[src/rtl/drv_fault_pkg.sv]
// Package: shared widths and the timeout decode tables of the fault monitor.
// Assumes timeouts are whole milliseconds not exceeding 255.
package drv_fault_pkg;
    localparam int MS_W = 8;

    // Supply-low debounce in ms for a 2-bit code.
    function automatic logic [MS_W-1:0] uv_limit_ms(input logic [1:0] code);
        case (code)
            2'd0:    return 8'd0;
            2'd1:    return 8'd5;
            2'd2:    return 8'd10;
            default: return 8'd30;
        endcase
    endfunction

    // Open-coil timeout in ms for a 2-bit code.
    function automatic logic [MS_W-1:0] open_limit_ms(input logic [1:0] code);
        case (code)
            2'd0:    return 8'd5;
            2'd1:    return 8'd25;
            2'd2:    return 8'd50;
            default: return 8'd200;
        endcase
    endfunction
endpackage

[src/rtl/drv_ms_timer.sv]
// Module: restartable millisecond timer. Counts clock cycles up to CLK_PER_MS,
// then whole milliseconds (saturating). Any cycle with run_i low restarts it.
// expired_o is high while running and the elapsed ms reach limit_i.
module drv_ms_timer #(
    parameter int CLK_PER_MS = 10000,
    parameter int MS_W       = 8
) (
    input  logic            clk,
    input  logic            rst_n,
    input  logic            run_i,
    input  logic [MS_W-1:0] limit_i,
    output logic            expired_o
);
    localparam int CYC_W = (CLK_PER_MS > 1) ? $clog2(CLK_PER_MS) : 1;
    localparam logic [CYC_W-1:0] CYC_LAST = CYC_W'(CLK_PER_MS - 1);
    localparam logic [MS_W-1:0]  MS_MAX   = '1;

    logic [CYC_W-1:0] cyc_q;
    logic [MS_W-1:0]  ms_q;

    // Prescaler and millisecond counter, cleared whenever the condition drops.
    always_ff @(posedge clk) begin
        if (!rst_n || !run_i) begin
            cyc_q <= '0;
            ms_q  <= '0;
        end else if (cyc_q == CYC_LAST) begin
            cyc_q <= '0;
            if (ms_q != MS_MAX) ms_q <= ms_q + 1'b1;
        end else begin
            cyc_q <= cyc_q + 1'b1;
        end
    end

    // Expiry compare against the selected limit.
    always_comb expired_o = run_i && (ms_q >= limit_i);

    // a dropped condition leaves the timer at zero on the next edge.
    a_r4_restart: assert property (@(posedge clk) disable iff (!rst_n)
        !run_i |=> (ms_q == '0) && (cyc_q == '0));
endmodule

[src/rtl/drv_sticky_flag.sv]
// Module: one status flag. Set wins; the read strobe clears it only while
// the hold condition (the fault still present) is low.
module drv_sticky_flag (
    input  logic clk,
    input  logic rst_n,
    input  logic set_i,
    input  logic rd_i,
    input  logic hold_i,
    output logic q_o
);
    // Latch on set, release on read once the condition has gone.
    always_ff @(posedge clk) begin
        if (!rst_n)                q_o <= 1'b0;
        else if (set_i)            q_o <= 1'b1;
        else if (rd_i && !hold_i)  q_o <= 1'b0;
    end

    // a flag with its condition still present survives a read.
    a_r6_hold_on_read: assert property (@(posedge clk) disable iff (!rst_n)
        q_o && hold_i |=> q_o);
endmodule

[src/rtl/drv_fault_monitor.sv]
// Module: fault and step-loss monitor of a two-coil H-bridge driver.
// Turns comparator inputs into latched flags, gates the motor enable and
// the per-bridge drive, and produces the active-low error line.
// Assumes all inputs are synchronous to clk; CLK_PER_MS cycles form 1 ms.
module drv_fault_monitor
    import drv_fault_pkg::*;
#(
    parameter int CLK_PER_MS = 10000,
    parameter int N_COIL     = 2,
    parameter int N_SW       = 4
) (
    input  logic                   clk,
    input  logic                   rst_n,
    input  logic                   uv_cmp_i,
    input  logic                   tw_cmp_i,
    input  logic                   tsd_cmp_i,
    input  logic [N_COIL*N_SW-1:0] oc_cmp_i,
    input  logic [N_COIL-1:0]      duty_full_i,
    input  logic [5:0]             msp_i,
    input  logic                   step_i,
    input  logic                   pos_wr_i,
    input  logic                   stall_i,
    input  logic [1:0]             uv_code_i,
    input  logic [1:0]             open_code_i,
    input  logic                   uv_brake_i,
    input  logic                   open_hiz_i,
    input  logic                   open_ignore_i,
    input  logic                   en_wr_i,
    input  logic                   en_wdata_i,
    input  logic                   rd_supply_i,
    input  logic                   rd_fault_i,
    input  logic                   rd_misc_i,
    output logic                   motor_en_o,
    output logic [N_COIL-1:0]      bridge_en_o,
    output logic                   brake_o,
    output logic                   uvw_o,
    output logic                   uv_o,
    output logic                   tw_o,
    output logic                   tsd_o,
    output logic [N_COIL*N_SW-1:0] short_o,
    output logic [N_COIL-1:0]      open_o,
    output logic                   eldef_o,
    output logic                   sl_o,
    output logic                   err_n_o
);
    localparam int N_SHORT = N_COIL * N_SW;

    logic              uv_expired;
    logic [N_COIL-1:0] coil_live;
    logic [N_COIL-1:0] open_run;
    logic [N_COIL-1:0] open_expired;
    logic [N_COIL-1:0] open_off;
    logic              open_kill;
    logic              en_kill;
    logic              en_ok;
    logic              step_req;

    // ---------------- supply monitoring ----------------
    drv_ms_timer #(.CLK_PER_MS(CLK_PER_MS), .MS_W(MS_W)) i_uv_timer (
        .clk(clk), .rst_n(rst_n), .run_i(uv_cmp_i),
        .limit_i(uv_limit_ms(uv_code_i)), .expired_o(uv_expired)
    );

    drv_sticky_flag i_uvw_flag (
        .clk(clk), .rst_n(rst_n), .set_i(uv_cmp_i), .rd_i(rd_supply_i),
        .hold_i(uv_cmp_i), .q_o(uvw_o)
    );

    drv_sticky_flag i_uv_flag (
        .clk(clk), .rst_n(rst_n), .set_i(uv_expired), .rd_i(rd_supply_i),
        .hold_i(uv_cmp_i), .q_o(uv_o)
    );

    // ---------------- thermal monitoring ----------------
    drv_sticky_flag i_tw_flag (
        .clk(clk), .rst_n(rst_n), .set_i(tw_cmp_i), .rd_i(rd_misc_i),
        .hold_i(tw_cmp_i || tsd_cmp_i), .q_o(tw_o)
    );

    drv_sticky_flag i_tsd_flag (
        .clk(clk), .rst_n(rst_n), .set_i(tsd_cmp_i), .rd_i(rd_misc_i),
        .hold_i(tw_cmp_i || tsd_cmp_i), .q_o(tsd_o)
    );

    // ---------------- short flags, one per transistor ----------------
    for (genvar s = 0; s < N_SHORT; s++) begin : g_short
        drv_sticky_flag i_short_flag (
            .clk(clk), .rst_n(rst_n), .set_i(oc_cmp_i[s]), .rd_i(rd_fault_i),
            .hold_i(oc_cmp_i[s]), .q_o(short_o[s])
        );
    end

    // ---------------- open-coil detection per coil ----------------
    // Coils carry no current at quarter-turn positions: X at 16/48, Y at 0/32.
    always_comb begin
        coil_live[0] = !(msp_i == 6'd16 || msp_i == 6'd48);
        coil_live[1] = !(msp_i == 6'd0  || msp_i == 6'd32);
    end

    for (genvar c = 0; c < N_COIL; c++) begin : g_open
        assign open_run[c] = duty_full_i[c] && coil_live[c];

        drv_ms_timer #(.CLK_PER_MS(CLK_PER_MS), .MS_W(MS_W)) i_open_timer (
            .clk(clk), .rst_n(rst_n), .run_i(open_run[c]),
            .limit_i(open_limit_ms(open_code_i)), .expired_o(open_expired[c])
        );

        drv_sticky_flag i_open_flag (
            .clk(clk), .rst_n(rst_n), .set_i(open_expired[c]), .rd_i(rd_fault_i),
            .hold_i(open_run[c]), .q_o(open_o[c])
        );

        // an open flag can only appear while that coil was being timed.
        a_r4_open_needs_duty: assert property (@(posedge clk) disable iff (!rst_n)
            !open_o[c] && !open_run[c] |=> !open_o[c]);
    end

    // Summary and open-coil reaction selection.
    always_comb begin
        eldef_o = (|short_o) || (|open_o);
        if (open_ignore_i)   open_off = '0;
        else if (open_hiz_i) open_off = {N_COIL{|open_o}};
        else                 open_off = open_o;
        open_kill = open_hiz_i && !open_ignore_i && (|open_o);
    end

    // ---------------- step loss ----------------
    always_comb step_req = step_i || pos_wr_i;

    drv_sticky_flag i_sl_flag (
        .clk(clk), .rst_n(rst_n), .set_i(step_req && (uv_o || tsd_o || eldef_o)),
        .rd_i(rd_misc_i), .hold_i(1'b0), .q_o(sl_o)
    );

    // ---------------- motor enable ----------------
    always_comb begin
        en_kill = tsd_o || (|short_o) || open_kill;
        en_ok   = !uv_o && !tw_o && !tsd_o;
    end

    // Enable register: faults dominate, a write of 0 always lands,
    // a write of 1 only lands while the supply and thermal flags are clear.
    always_ff @(posedge clk) begin
        if (!rst_n)                               motor_en_o <= 1'b0;
        else if (en_kill)                         motor_en_o <= 1'b0;
        else if (en_wr_i && !en_wdata_i)          motor_en_o <= 1'b0;
        else if (en_wr_i && en_wdata_i && en_ok)  motor_en_o <= 1'b1;
    end

    // Bridge drive gating and brake selection.
    always_comb begin
        brake_o     = uv_o && uv_brake_i;
        bridge_en_o = uv_o ? '0 : ({N_COIL{motor_en_o}} & ~open_off);
        err_n_o     = !(uv_o || tw_o || tsd_o || eldef_o || stall_i);
    end

    // the enable bit only rises after an accepted write with clean flags.
    a_r10_enable_gate: assert property (@(posedge clk) disable iff (!rst_n)
        !motor_en_o ##1 motor_en_o |-> $past(en_wr_i && en_wdata_i && !uv_o && !tw_o && !tsd_o));

    // a latched short forbids the enable on the following edge.
    a_r6_short_kills_en: assert property (@(posedge clk) disable iff (!rst_n)
        (|short_o) |=> !motor_en_o);

    // shutdown stays latched unless read with both comparators low.
    a_r9_tsd_hold: assert property (@(posedge clk) disable iff (!rst_n)
        tsd_o && !(rd_misc_i && !tw_cmp_i && !tsd_cmp_i) |=> tsd_o);

    // a step request under a blocking fault is recorded.
    a_r8_step_loss: assert property (@(posedge clk) disable iff (!rst_n)
        step_req && (uv_o || tsd_o || eldef_o) |=> sl_o);

    // once debounced, the supply-low flag persists while the supply is low.
    a_r1_uv_persist: assert property (@(posedge clk) disable iff (!rst_n)
        uv_o && uv_cmp_i |=> uv_o);
endmodule

[config.mk]
export PLATFORM = sky130hd
export DESIGN_NAME = drv_fault_monitor
export DESIGN_NICKNAME = d
export VERILOG_FILES = /design/src/rtl/drv_fault_pkg.sv /design/src/rtl/drv_ms_timer.sv /design/src/rtl/drv_sticky_flag.sv /design/src/rtl/drv_fault_monitor.sv
export SDC_FILE = /design/constraint.sdc
export NUM_CORES = 1
export LEC_CHECK = 0
export BUFFER_PORTS_ARGS = -buffer_cell sky130_fd_sc_hd__clkbuf_2
export CORE_UTILIZATION = 45
export DETAILED_ROUTE_END_ITERATION = 7
export GPL_TIMING_DRIVEN = 0
export REMOVE_ABC_BUFFERS = 1
export SLEW_MARGIN = 40
export SYNTH_ARGS = -nofsm -noshare
export SYNTH_HDL_FRONTEND = slang
export SYNTH_SLANG_ARGS = --single-unit
[constraint.sdc]
create_clock -name clk -period 4 [get_ports clk]
set_input_delay 0.2 -clock clk [delete_from_list [all_inputs] [get_ports clk]]
set_output_delay 0.2 -clock clk [all_outputs]
set_load 0.1 [all_outputs]
==> summary.txt, run 1 <==
STA
  – Max Clock Skew: 13.7 ps
  – Number of max-slew violations in the final report: 0
  – Min setup slack post-route: 1690 ps
  – Count of endpoints failing setup in the final report: 0
  – Worst-margin pin slew: 653 ps
  – Minimum clock period after layout: 2310 ps
  – Final Cycle Share: 0.577
  – Accumulated negative setup slack: 0 ps
  – Setup repair after global routing missed its margin: no
  – Highest clock rate: 0.433 GHz
  – Final hold viol count: 0
  – Hold Slack: 59.0 ps
  – Relative slew slack: 0.563

Pwr
  – Largest voltage drop on the vdd net: 180 µV
  – Gate power share: 0.099
  – Power share of the sequential group: 0.506
  – Power per cell area: 355 nW/µm²
  – Sw Ratio: 0.250
  – Power Internal: 1.24 mW
  – Static leakage: 1.76 nW
  – Net Switching: 0.415 mW
  – Clk network pwr share: 0.396

Critical path
  – R2R setup slack: 1690 ps
  – Maximum fanout count along the critical path: 14
  – Kind of end point of the critical path: flip-flop
  – Type of element launching the critical path: flip-flop
  – Required time at the worst-slack endpoint: 4200 ps
  – Arrival time of data at the critical path endpoint: 2510 ps
  – Class of the most critical setup path: flip-flop to flip-flop

Floorplan
  – Die width: 97.9 µm
  – Starting density of the core: 0.470
  – Die height: 97.9 µm
  – Area of the placeable core: 8810 µm²
  – Number of top-level design ports: 57
  – DIE AREA: 9580 µm²
  – Site row count: 34

Routing
  – Routed via count: 3222
  – Average wire length per cell after detail routing: 11.6 µm
  – Post-DR vias/cell: 5.07
  – Final routed wirelength across all metal layers: 7360 µm
  – Post-route ant nets: 0
  – Number of detailed-route iterations in the first pass: 6
  – Final routed DRC violation total: 1
  – First-iteration detailed-routing DRC count: 88

Min path
  – Type of the worst min-delay path: input pin to flip-flop

CTS
  – Clock latency on the worst-skew pair: 340 ps
  – CTS HTree Levels: 3
  – Clock sinks: 82
  – Clk root buf: clkbuf_8
  – Clock-pin slew reported for the worst setup and hold paths after clock tree synthesis: 90 ps
  – Number of buffers created by CTS: 9
  – Number of setup buffers added after CTS: 0
  – Clock tree from TritonCTS: done
  – Maximum buffer depth of the clock tree: 2
  – Hold-fix buffers, CTS: 0
  – Post-cts repair resize count: 0

Final layout
  – Final nets: 590
  – Share of final-layout standard cells stronger than drive strength 1: 0.140
  – Final std cell area, no fill: 4660 µm²
  – Area overhead of the layout relative to synthesis: 12.6%
  – Number of diodes added for antenna fixing: 0
  – FILL cells: 872
  – Layout Cells excl Fill: 636

Placement
  – Half-perimeter wire length after placement: 5560 µm
  – Area post-placement: 4440 µm²
  – Cell count after placement: 620
  – Routability-driven placement congestion ratio: 0.760
  – Port buffer count: 55
  – Setup Slack @ Placement: 1660 ps

Logic synthesis
  – Area contributors post-synth: dfxtp_1 (40%), ha_1 (9.4%), nor2_1 (7.4%)
  – Synth cell types: 44
  – Sequential fraction of the synthesis area: 0.397
  – Most used flip-flop cell after synthesis: dfxtp_1
  – Top-area cell type share of the netlist area: 0.397
  – Register bit count reported by yosys: 82
  – Async set-reset flop share out of synthesis: 0
  – Mapped cell area: 4140 µm²
  – Number of enable flip-flop cells after synthesis: 0
  – Cells after synthesis: 475
  – Yosys top cell by area: dfxtp_1
  – Synth warnings: 0
  – Mean cell area of the mapped netlist: 8.71 µm²

Global routing
  – Antenna violations before repair: 0
  – Global-route wire length before repair: 12800 µm
  – Maximum number of pins on one net before global-route repair: 22
  – Gr ovfl total: 0
  – Tot GR Track Use: 0.161
  – Number of global-route vias before repair: 2931

Run
  – Count of max-cap constraint violations: 0

Run status
  – Result of the run: finished, violations left
  – Violated checks: DRC
==> layout by cell type, fill, tap and decap left out, types with 4 or more instances in the layout <==
master	instances
inv_1	23
o21ai_0	8
nand4_1	17
nand2b_1	6
clkbuf_8	10
nor3_1	12
dfxtp_1	82
nor3b_1	4
xnor2_1	33
clkbuf_2	55
o21a_1	13
xor2_1	19
nor2b_1	15
and3_1	8
nand2_1	26
nand3_1	23
a211oi_1	4
ha_1	31
nor4b_1	4
a21oi_1	13
nor2_1	81
nor4_1	6
==> cell families after synthesis <==
kind of cell / synth area share
AOI/OAI and AO/OA: 0.0777
xor gates and xnor gates: 0.110
adders and majority gates: 0.0938
buffers and inverters: 0.0475
DFF: 0.397
and+or+nand+nor: 0.274
==> power by group through the flow <==
| stage | Clock [mW] | Combinational (mW) | Sequential (mW) |
|---|---|---|---|
| after detailed placement | 0 | 0.165 | 0.856 |
| after global routing | 0.719 | 0.178 | 0.839 |
| after global placement | 0 | 0.162 | 0.856 |
| after floorplan | 0 | 0.0566 | 0.917 |
| final | 0.655 | 0.163 | 0.837 |
| after CTS | 0.681 | 0.166 | 0.837 |
==> state kept, by name, summed over array words and instances (netlist names) <==
signal                     cells
i_sl_flag.q_o                  1
i_uv_timer.cyc_q              14
g_short.i_short_flag.q_o       8
g_open.i_open_flag.q_o         2
i_tsd_flag.q_o                 1
g_open.i_open_timer.cyc_q     28
i_tw_flag.q_o                  1
i_uvw_flag.q_o                 1
i_uv_timer.ms_q                8
motor_en_o                     1
i_uv_flag.q_o                  1
g_open.i_open_timer.ms_q      16
==> metal layers <==
layer	vias to the layer above	track usage	part of all wire
met5	-	0	0
met4	0	0.0455	0.010
met3	7	0.0365	0.018
met2	15	0.275	0.48
met1	1479	0.202	0.49
li1	1721	-	-
==> final cells by class <==
cell class                      instances  area (µm²)  area share
Clock inverter                          4        75.1      0.0161
Inverter                               23        86.3      0.0185
Tap cell                              108         135      0.0290
Clock buffer                           12         145      0.0312
Timing Repair Buffer                   55         275      0.0591
Sequential cell                        82        1640       0.352
Multi-Input combinational cell        352        2300       0.494
==> cell usage after synthesis (all sizes together), types with 2 or more instances <==
cell and count:
a31oi 3, o21a 13, nor3 13, nor3b 5
o21ai 9, xor2 19, nand2 26, and3 8
nand3b 2, ha 31, nor4 8, nand4 17
nand3 23, and4 2, a21oi 13, xnor2 33
nor4b 4, nand2b 6, buf 12, nor2 82
or3 2, dfxtp 82, or4 2, a211oi 4
inv 23, o2111ai 2, nor2b 15, clkbuf 6
==> stage by stage <==
stage	utilization	power, mW
after floorplan	-	0.974
after global placement	0.504	1.02
after detailed placement	0.504	1.02
after CTS	0.529	1.68
after global routing	0.529	1.73
final	0.529	1.66
==> critical path, cell delays in order, from the launching register on <==
cell     delay [ps]
dfxtp_1         350
or4b_1          500
or4_1           730
nand4_1         490
nor2_1          100
==> path summary, 6_finish.rpt <==
check | from | endpoint | cells after the start
min | oc_cmp_i[2] | g_short[2].i_short_flag.q_o | 2
max reg2reg | g_open[1].i_open_timer.cyc_q[5] | g_open[1].i_open_timer.cyc_q[9] | 4
max | g_open[1].i_open_timer.cyc_q[5] | g_open[1].i_open_timer.cyc_q[9] | 4
min reg2reg | g_open[1].i_open_timer.cyc_q[0] | g_open[1].i_open_timer.cyc_q[0] | 1
Power figures use the tool's default switching activity.
==> run 2, diff against run 1 <==
--- a/config.mk
+++ b/config.mk
@@ -9,6 +9,7 @@
 export CORE_UTILIZATION = 45
 export DETAILED_ROUTE_END_ITERATION = 7
 export GPL_TIMING_DRIVEN = 0
+export PLACE_DENSITY = 0.67
 export REMOVE_ABC_BUFFERS = 1
 export SLEW_MARGIN = 40
 export SYNTH_ARGS = -nofsm -noshare
==> constraint.sdc (replaced) <==
create_clock -name clk -period 1.9 [get_ports clk]
set_input_delay 0.095 -clock clk [delete_from_list [all_inputs] [get_ports clk]]
set_output_delay 0.095 -clock clk [all_outputs]
set_load 0.1 [all_outputs]
==> run 2 against run 1 <==
Compared with the run above:
- the flow finishes with violations (DRC, setup timing)
- sequential cell count is the same
- sequential power grew 110%
- cell count grew 3.1%
- critical path depth grew 1
- hold slack lost 15 ps
- power grew 130%
- design area grew 6.9%
- register-to-register slack lost 1700 ps
- clock skew shrank 3.9 ps
- critical path type unchanged
- largest cell class unchanged
==> summary.txt, run 2 (synthesis results as in run 1) <==
Run status
  – Result of the run: finished, violations left
  – Violated checks: DRC, setup timing

Critical path
  – Endpoint of the worst setup timing path: g_open[1].i_open_timer.ms_q[5]
  – Number of cells on the worst reg-to-reg path: 5 (+1)
  – Class of the most critical setup path: flip-flop to flip-flop
  – Cell-by-cell listing of the critical path: or4b_1, or4_4, nor4_4, xnor2_1, nor2_1
  – Type of element launching the critical path: flip-flop
  – Kind of end point of the critical path: flip-flop
  – Endpoint of the worst-slack reg-to-reg timing path: g_open[1].i_open_timer.ms_q[5]
  – Slowest cell on crit path: or4_4
  – Critical path launch point: g_open[1].i_open_timer.cyc_q[7]
  – R2R setup slack: -40 ps (-1730 ps)
  – Worst path max stage delay: 530 ps (-200 ps)
  – Arrival time of data at the critical path endpoint: 2180 ps (-330 ps)
  – Worst flop-to-flop path startpoint: g_open[1].i_open_timer.cyc_q[7]
  – Required time at the worst-slack endpoint: 2140 ps (-2060 ps)
  – Maximum fanout count along the critical path: 8 (-6)

Final layout
  – Area overhead of the layout relative to synthesis: 20.4%
  – Share of final-layout standard cells stronger than drive strength 1: 0.182 (+0.0423)
  – Final nets: 610 (+3.4%)
  – Registers with the most flip-flops: g_open.i_open_timer.cyc_q: 28 flops, g_open.i_open_timer.ms_q: 16 flops, i_uv_timer.cyc_q: 14 flops
  – FILL cells: 770 (-12%)
  – Number of diodes added for antenna fixing: 0 (unchanged)
  – Largest register FFs: 28 (unchanged)
  – Most used cells in the layout excluding fill and tap cells: nor2_1 (81), dfxtp_1 (78), clkbuf_2 (52)
  – Most flop-heavy register: g_open.i_open_timer.cyc_q
  – Commonest non-fill, non-tap cell in the layout: nor2_1

Floorplan
  – Die width: 97.9 µm (unchanged)
  – Area of the placeable core: 8810 µm² (unchanged)
  – Die height: 97.9 µm (unchanged)
  – Starting density of the core: 0.470 (unchanged)
  – DIE AREA: 9580 µm² (unchanged)
  – Number of top-level design ports: 57 (unchanged)
  – Site row count: 34 (unchanged)

CTS
  – Clock tree from TritonCTS: done
  – Clock latency on the worst-skew pair: 360 ps (+20 ps)
  – CTS HTree Levels: 3 (unchanged)
  – Clock sinks: 82 (unchanged)
  – Maximum buffer depth of the clock tree: 2 (unchanged)
  – Clk root buf: clkbuf_8
  – Number of buffers created by CTS: 9 (unchanged)
  – Clock-pin slew reported for the worst setup and hold paths after clock tree synthesis: 90 ps (about the same)

STA
  – Setup repair after global routing missed its margin: yes
  – Hold Slack: 44.3 ps (-14.7 ps)
  – Min setup slack post-route: -41.1 ps (-1730 ps)
  – Minimum clock period after layout: 1940 ps (-366 ps)
  – Final hold viol count: 0 (unchanged)
  – Worst-margin pin slew: 671 ps (+18.3 ps)
  – Relative slew slack: 0.551 (-0.0123)
  – Accumulated negative setup slack: -59.8 ps (-59.8 ps)
  – Highest clock rate: 0.515 GHz (+19%)
  – Count of endpoints failing setup in the final report: 3 (+3)
  – Final Cycle Share: 1.02 (+0.445)
  – Max Clock Skew: 9.80 ps (-3.88 ps)
  – Number of max-slew violations in the final report: 0 (unchanged)

Global routing
  – Global-route wire length before repair: 13600 µm (+5.9%)
  – Tot GR Track Use: 0.173 (+0.0119)
  – Maximum number of pins on one net before global-route repair: 22 (unchanged)
  – Antenna violations before repair: 0 (unchanged)
  – Gr ovfl total: 0 (unchanged)
  – Number of global-route vias before repair: 3154 (+7.6%)

Pwr
  – Static leakage: 1.89 nW (+7.4%)
  – Gate power share: 0.099 (about the same)
  – Clk network pwr share: 0.439 (+0.043)
  – Power Internal: 2.90 mW (+130%)
  – Sw Ratio: 0.240 (-0.0108)
  – Net Switching: 0.916 mW (+120%)
  – Largest voltage drop on the vdd net: 801 µV (+350%)
  – Power share of the sequential group: 0.462 (-0.044)
  – Power per cell area: 767 nW/µm² (+120%)

Routing
  – Final routed DRC violation total: 3 (+2)
  – Average wire length per cell after detail routing: 12.1 µm (+4.2%)
  – Routed via count: 3365 (+4.4%)
  – First-iteration detailed-routing DRC count: 93 (+5.7%)
  – Post-route ant nets: 0 (unchanged)
  – Number of detailed-route iterations in the first pass: 6 (unchanged)
  – Post-DR vias/cell: 5.13 (+1.3%)
  – Final routed wirelength across all metal layers: 7910 µm (+7.5%)

Placement
  – Port buffer count: 55 (unchanged)
  – Routability-driven placement congestion ratio: 0.782 (+2.9%)
  – Half-perimeter wire length after placement: 5730 µm (+3.0%)

Min path
  – Type of the worst min-delay path: input pin to flip-flop

Run
  – Count of max-cap constraint violations: 0 (unchanged)
run 2: cell types whose count changed in the layout (fill, tap and decap cells not counted), sizes merged:
cell	change
clkinvlp	-1
dlygate4sd3	+11
clkbuf	-4
inv	+1
buf	+11
bufinv	+2
run 2: critical path: cells and delay by family (launching register included):
family,cells,cell delay [ps]
simple gates,4,1350
flops,1,330
xor+xnor,1,140
run 2: timing repair:
| action | in CTS | in global routing |
|---|---|---|
| buffers inserted | 8 | 1 |
| gates resized for setup | 7 | 16 |
| cloned | 0 | 0 |
| pin swaps | 9 | 9 |
| setup endpoints to repair | 42 | 49 |
| hold buffers | 11 | 0 |
| hold endpoints to repair | 11 | 0 |
run 2: how the worst min path moves through the flow:
stage	startpoint	end	slack (ps)	cells past startpoint
detailed placement	oc_cmp_i[2]	g_short[2].i_short_flag.q_o	310	2
global route	rd_misc_i	i_sl_flag.q_o	20	3
CTS	rd_misc_i	i_sl_flag.q_o	20	3
finish	rd_misc_i	i_sl_flag.q_o	40	3
floorplan	rst_n	g_short[0].i_short_flag.q_o	210	1
global placement	oc_cmp_i[0]	g_short[0].i_short_flag.q_o	310	2
run 2: area by class of cell:
cell class / count / area [µm²] / area share
timing repair buffer: 75 / 469 / 0.0942
multi-input combinational: 352 / 2370 / 0.475
sequential: 82 / 1650 / 0.331
clock inverter: 6 / 136 / 0.0274
tap: 108 / 135 / 0.0271
clock buffer: 10 / 138 / 0.0276
inverter: 23 / 86.3 / 0.0173
run 2: per-layer routing:
metal / routed length, µm / track usage
met1: 3680 / 0.210
met4: 102 / 0.0455
met3: 240 / 0.0558
met5: 0 / 0
met2: 3880 / 0.294
run 2: stage by stage:
| stage | util | instances | cell area [µm²] | power (mW) | worst slack [ps] |
|---|---|---|---|---|---|
| finish | 0.565 | 656 | 4980 | 3.82 | -41.1 |
| global placement | 0.504 | 620 | 4440 | 2.14 | -408 |
| global route | 0.565 | 656 | 4980 | 3.98 | -112 |
| CTS | 0.557 | 655 | 4910 | 3.87 | -19.0 |
| floorplan | - | 457 | 4030 | 2.05 | -2700 |
| detailed placement | 0.504 | 620 | 4440 | 2.15 | -440 |
run 2: power groups by stage:
stage / clock, mW / combinational, mW / sequential, mW
global placement: 0 / 0.341 / 1.80
floorplan: 0 / 0.119 / 1.93
CTS: 1.73 / 0.375 / 1.76
global route: 1.80 / 0.409 / 1.77
detailed placement: 0 / 0.349 / 1.80
finish: 1.68 / 0.378 / 1.77
==> run 3, diff against run 2 <==
--- a/config.mk
+++ b/config.mk
@@ -11,7 +11,7 @@
 export GPL_TIMING_DRIVEN = 0
 export PLACE_DENSITY = 0.67
 export REMOVE_ABC_BUFFERS = 1
-export SLEW_MARGIN = 40
+export SLEW_MARGIN = 20
 export SYNTH_ARGS = -nofsm -noshare
 export SYNTH_HDL_FRONTEND = slang
 export SYNTH_SLANG_ARGS = --single-unit
==> constraint.sdc (replaced) <==
create_clock -name clk -period 1.6 [get_ports clk]
set_input_delay 0.08 -clock clk [delete_from_list [all_inputs] [get_ports clk]]
set_output_delay 0.08 -clock clk [all_outputs]
set_load 0.1 [all_outputs]
==> run 3 against run 2 <==
Compared with the run above:
- the run still ends with DRC, setup timing left
- combinational power is 31% higher
- setup slack got worse by 300 ps
- cell count rose by 2.9%
- non-clock buffer count increased by 19
- power up 21%
- critical path depth unchanged
- critical path type unchanged
- largest power group unchanged
- highest routed layer unchanged
==> summary.txt, run 3 (synthesis results as in run 1) <==
Pwr
  – Power per cell area: 842 nW/µm² (+9.8%)
  – Largest voltage drop on the vdd net: 951 µV (+19%)
  – Static leakage: 2.05 nW (+8.5%)

STA
  – Setup repair after global routing missed its margin: yes
  – Max Clock Skew: 8.74 ps (-1.06 ps)
  – Min setup slack post-route: -338 ps (-296 ps)
  – Relative slew slack: 0.526 (-0.0251)
  – Hold Slack: 26.3 ps (-18.0 ps)
  – Minimum clock period after layout: 1940 ps (-3.50 ps)
  – Number of max-slew violations in the final report: 0 (unchanged)
  – Highest clock rate: 0.516 GHz (+0.18%)
  – Count of endpoints failing setup in the final report: 41 (+38)
  – Final hold viol count: 0 (unchanged)
  – Final Cycle Share: 1.21 (+0.189)
  – Worst-margin pin slew: 708 ps (+37.5 ps)

Final layout
  – Commonest non-fill, non-tap cell in the layout: dfxtp_1
  – Most flop-heavy register: g_open.i_open_timer.cyc_q
  – Number of diodes added for antenna fixing: 0 (unchanged)
  – Post-route core utilization: 0.621 (+0.0558)
  – Share of final-layout standard cells stronger than drive strength 1: 0.298 (+0.116)
  – Registers with the most flip-flops: g_open.i_open_timer.cyc_q: 28 flops, g_open.i_open_timer.ms_q: 16 flops, i_uv_timer.cyc_q: 14 flops
  – Largest register FFs: 28 (unchanged)
  – Final nets: 629 (+3.1%)
  – Most used cells in the layout excluding fill and tap cells: dfxtp_1 (65), nor2_1 (59), clkbuf_2 (51)
  – Area overhead of the layout relative to synthesis: 32.2%

Critical path
  – Arrival time of data at the critical path endpoint: 2190 ps (about the same)
  – Class of the most critical setup path: flip-flop to flip-flop
  – Worst path max stage delay: 540 ps (about the same)
  – R2R setup slack: -340 ps (-300 ps)
  – Number of cells on the worst reg-to-reg path: 5 (unchanged)
  – Worst flop-to-flop path startpoint: g_open[1].i_open_timer.cyc_q[7]
  – Maximum fanout count along the critical path: 8 (unchanged)
  – Endpoint of the worst-slack reg-to-reg timing path: g_open[1].i_open_timer.ms_q[5]
  – Slowest cell on crit path: or4_4
  – Required time at the worst-slack endpoint: 1850 ps (-290 ps)
  – Kind of end point of the critical path: flip-flop
  – Cell-by-cell listing of the critical path: or4b_1, or4_4, nor4_4, xnor2_1, nor2_1
  – Type of element launching the critical path: flip-flop

Global routing
  – Number of global-route vias before repair: 3347 (+6.1%)
  – Tot GR Track Use: 0.183 (+0.0107)
  – Global-route wire length before repair: 14400 µm (+5.8%)
  – Antenna violations before repair: 0 (unchanged)
  – Gr ovfl total: 0 (unchanged)
  – Maximum number of pins on one net before global-route repair: 22 (unchanged)

CTS
  – Clock sinks: 82 (unchanged)
  – Clk root buf: clkbuf_8
  – Clock tree from TritonCTS: done
  – Clock-pin slew reported for the worst setup and hold paths after clock tree synthesis: 90 ps (about the same)
  – Maximum buffer depth of the clock tree: 2 (unchanged)
  – CTS HTree Levels: 3 (unchanged)
  – Number of buffers created by CTS: 9 (unchanged)
  – Clock latency on the worst-skew pair: 360 ps (about the same)

Floorplan
  – Starting density of the core: 0.470 (unchanged)
  – Area of the placeable core: 8810 µm² (unchanged)
  – Site row count: 34 (unchanged)
  – DIE AREA: 9580 µm² (unchanged)
  – Number of top-level design ports: 57 (unchanged)
  – Die height: 97.9 µm (unchanged)
  – Die width: 97.9 µm (unchanged)

Routing
  – Average wire length per cell after detail routing: 13.2 µm (+9.5%)
  – First-iteration detailed-routing DRC count: 98 (+5.4%)
  – Number of detailed-route iterations in the first pass: 7 (+1)
  – Final routed wirelength across all metal layers: 8910 µm (+13%)
  – Post-route ant nets: 0 (unchanged)
  – Routed via count: 3515 (+4.5%)
  – Post-DR vias/cell: 5.21 (+1.5%)
  – Final routed DRC violation total: 3 (unchanged)

Min path
  – Worst Min Path Start: rd_misc_i
  – Type of the worst min-delay path: input pin to flip-flop
  – Sink of the worst hold path: i_sl_flag.q_o
  – Number of instances on the worst hold path: 3 (unchanged)

Run status
  – Result of the run: finished, violations left
  – Violated checks: DRC, setup timing

Placement
  – Routability-driven placement congestion ratio: 0.782 (unchanged)
  – Half-perimeter wire length after placement: 5730 µm (unchanged)
  – Port buffer count: 55 (unchanged)

Run
  – Count of max-cap constraint violations: 0 (unchanged)
==> run 3: cell types whose count changed in the layout (fill, tap and decap cells not counted), sizes merged <==
cell	change
clkbuf	-1
buf	+20
==> run 3: worst max-delay path by stage <==
stage / startpoint / to / cells past startpoint / slack (ps)
detailed placement: g_open[1].i_open_timer.cyc_q[5] / g_open[1].i_open_timer.cyc_q[2] / 4 / -740
global route: g_open[1].i_open_timer.cyc_q[7] / g_open[1].i_open_timer.ms_q[6] / 5 / -420
global placement: g_open[1].i_open_timer.cyc_q[5] / g_open[1].i_open_timer.cyc_q[11] / 4 / -710
finish: g_open[1].i_open_timer.cyc_q[7] / g_open[1].i_open_timer.ms_q[5] / 5 / -340
floorplan: g_short[0].i_short_flag.q_o / err_n_o / 3 / -2990
CTS: g_open[1].i_open_timer.cyc_q[7] / g_open[1].i_open_timer.ms_q[6] / 5 / -320
==> run 3: final cells by class <==
class | count | area, µm²
sequential | 82 | 1670
fill | 713 | 3340
clock inverter | 6 | 136
tap | 108 | 135
clock buffer | 10 | 138
multi-input combinational | 352 | 2640
timing repair buffer | 94 | 669
inverter | 23 | 86.3
==> run 3: repair_timing <==
| action | 4_1_cts | 5_1_grt |
|---|---|---|
| setup endpoints to repair | 70 | 70 |
| endpoints found under the hold margin | 11 | 0 |
| hold buffers | 11 | 0 |
| pin swaps | 31 | 33 |
| buffers inserted | 21 | 6 |
| gates cloned | 1 | 0 |
| resized for setup | 55 | 57 |
==> run 3: report_power, final <==
part | switching, mW | internal (mW) | leakage (nW) | total [mW]
registers | 0.0316 | 2.07 | 0.672 | 2.10
clock network | 0.769 | 1.24 | 0.133 | 2.01
logic | 0.334 | 0.163 | 1.25 | 0.497
==> run 3: critical path, delay by kind of cell, from the launching register on <==
kind	cells	cell delay (ps)
simple gates	4	1360
flops	1	330
xor+xnor	1	140
==> run 3: per-layer routing <==
layer  wire (µm)  up-vias  GRT usage
met5           0        -          0
met3         260       11     0.0558
met1        3960     1663      0.218
met2        4570       38      0.320
met4         127        0     0.0490
li1            -     1803          -
==> run 3: through the flow <==
step | std cells | area, µm² | TNS, ps | setup WS (ps) | power, mW
after floorplan | 457 | 4030 | -17980 | -2990 | 2.44
after global placement | 620 | 4440 | -26250 | -708 | 2.54
after detailed placement | 620 | 4440 | -28080 | -740 | 2.55
after CTS | 669 | 5210 | -5760 | -319 | 4.63
after global routing | 675 | 5470 | -11220 | -415 | 4.77
final | 675 | 5470 | -6970 | -338 | 4.61
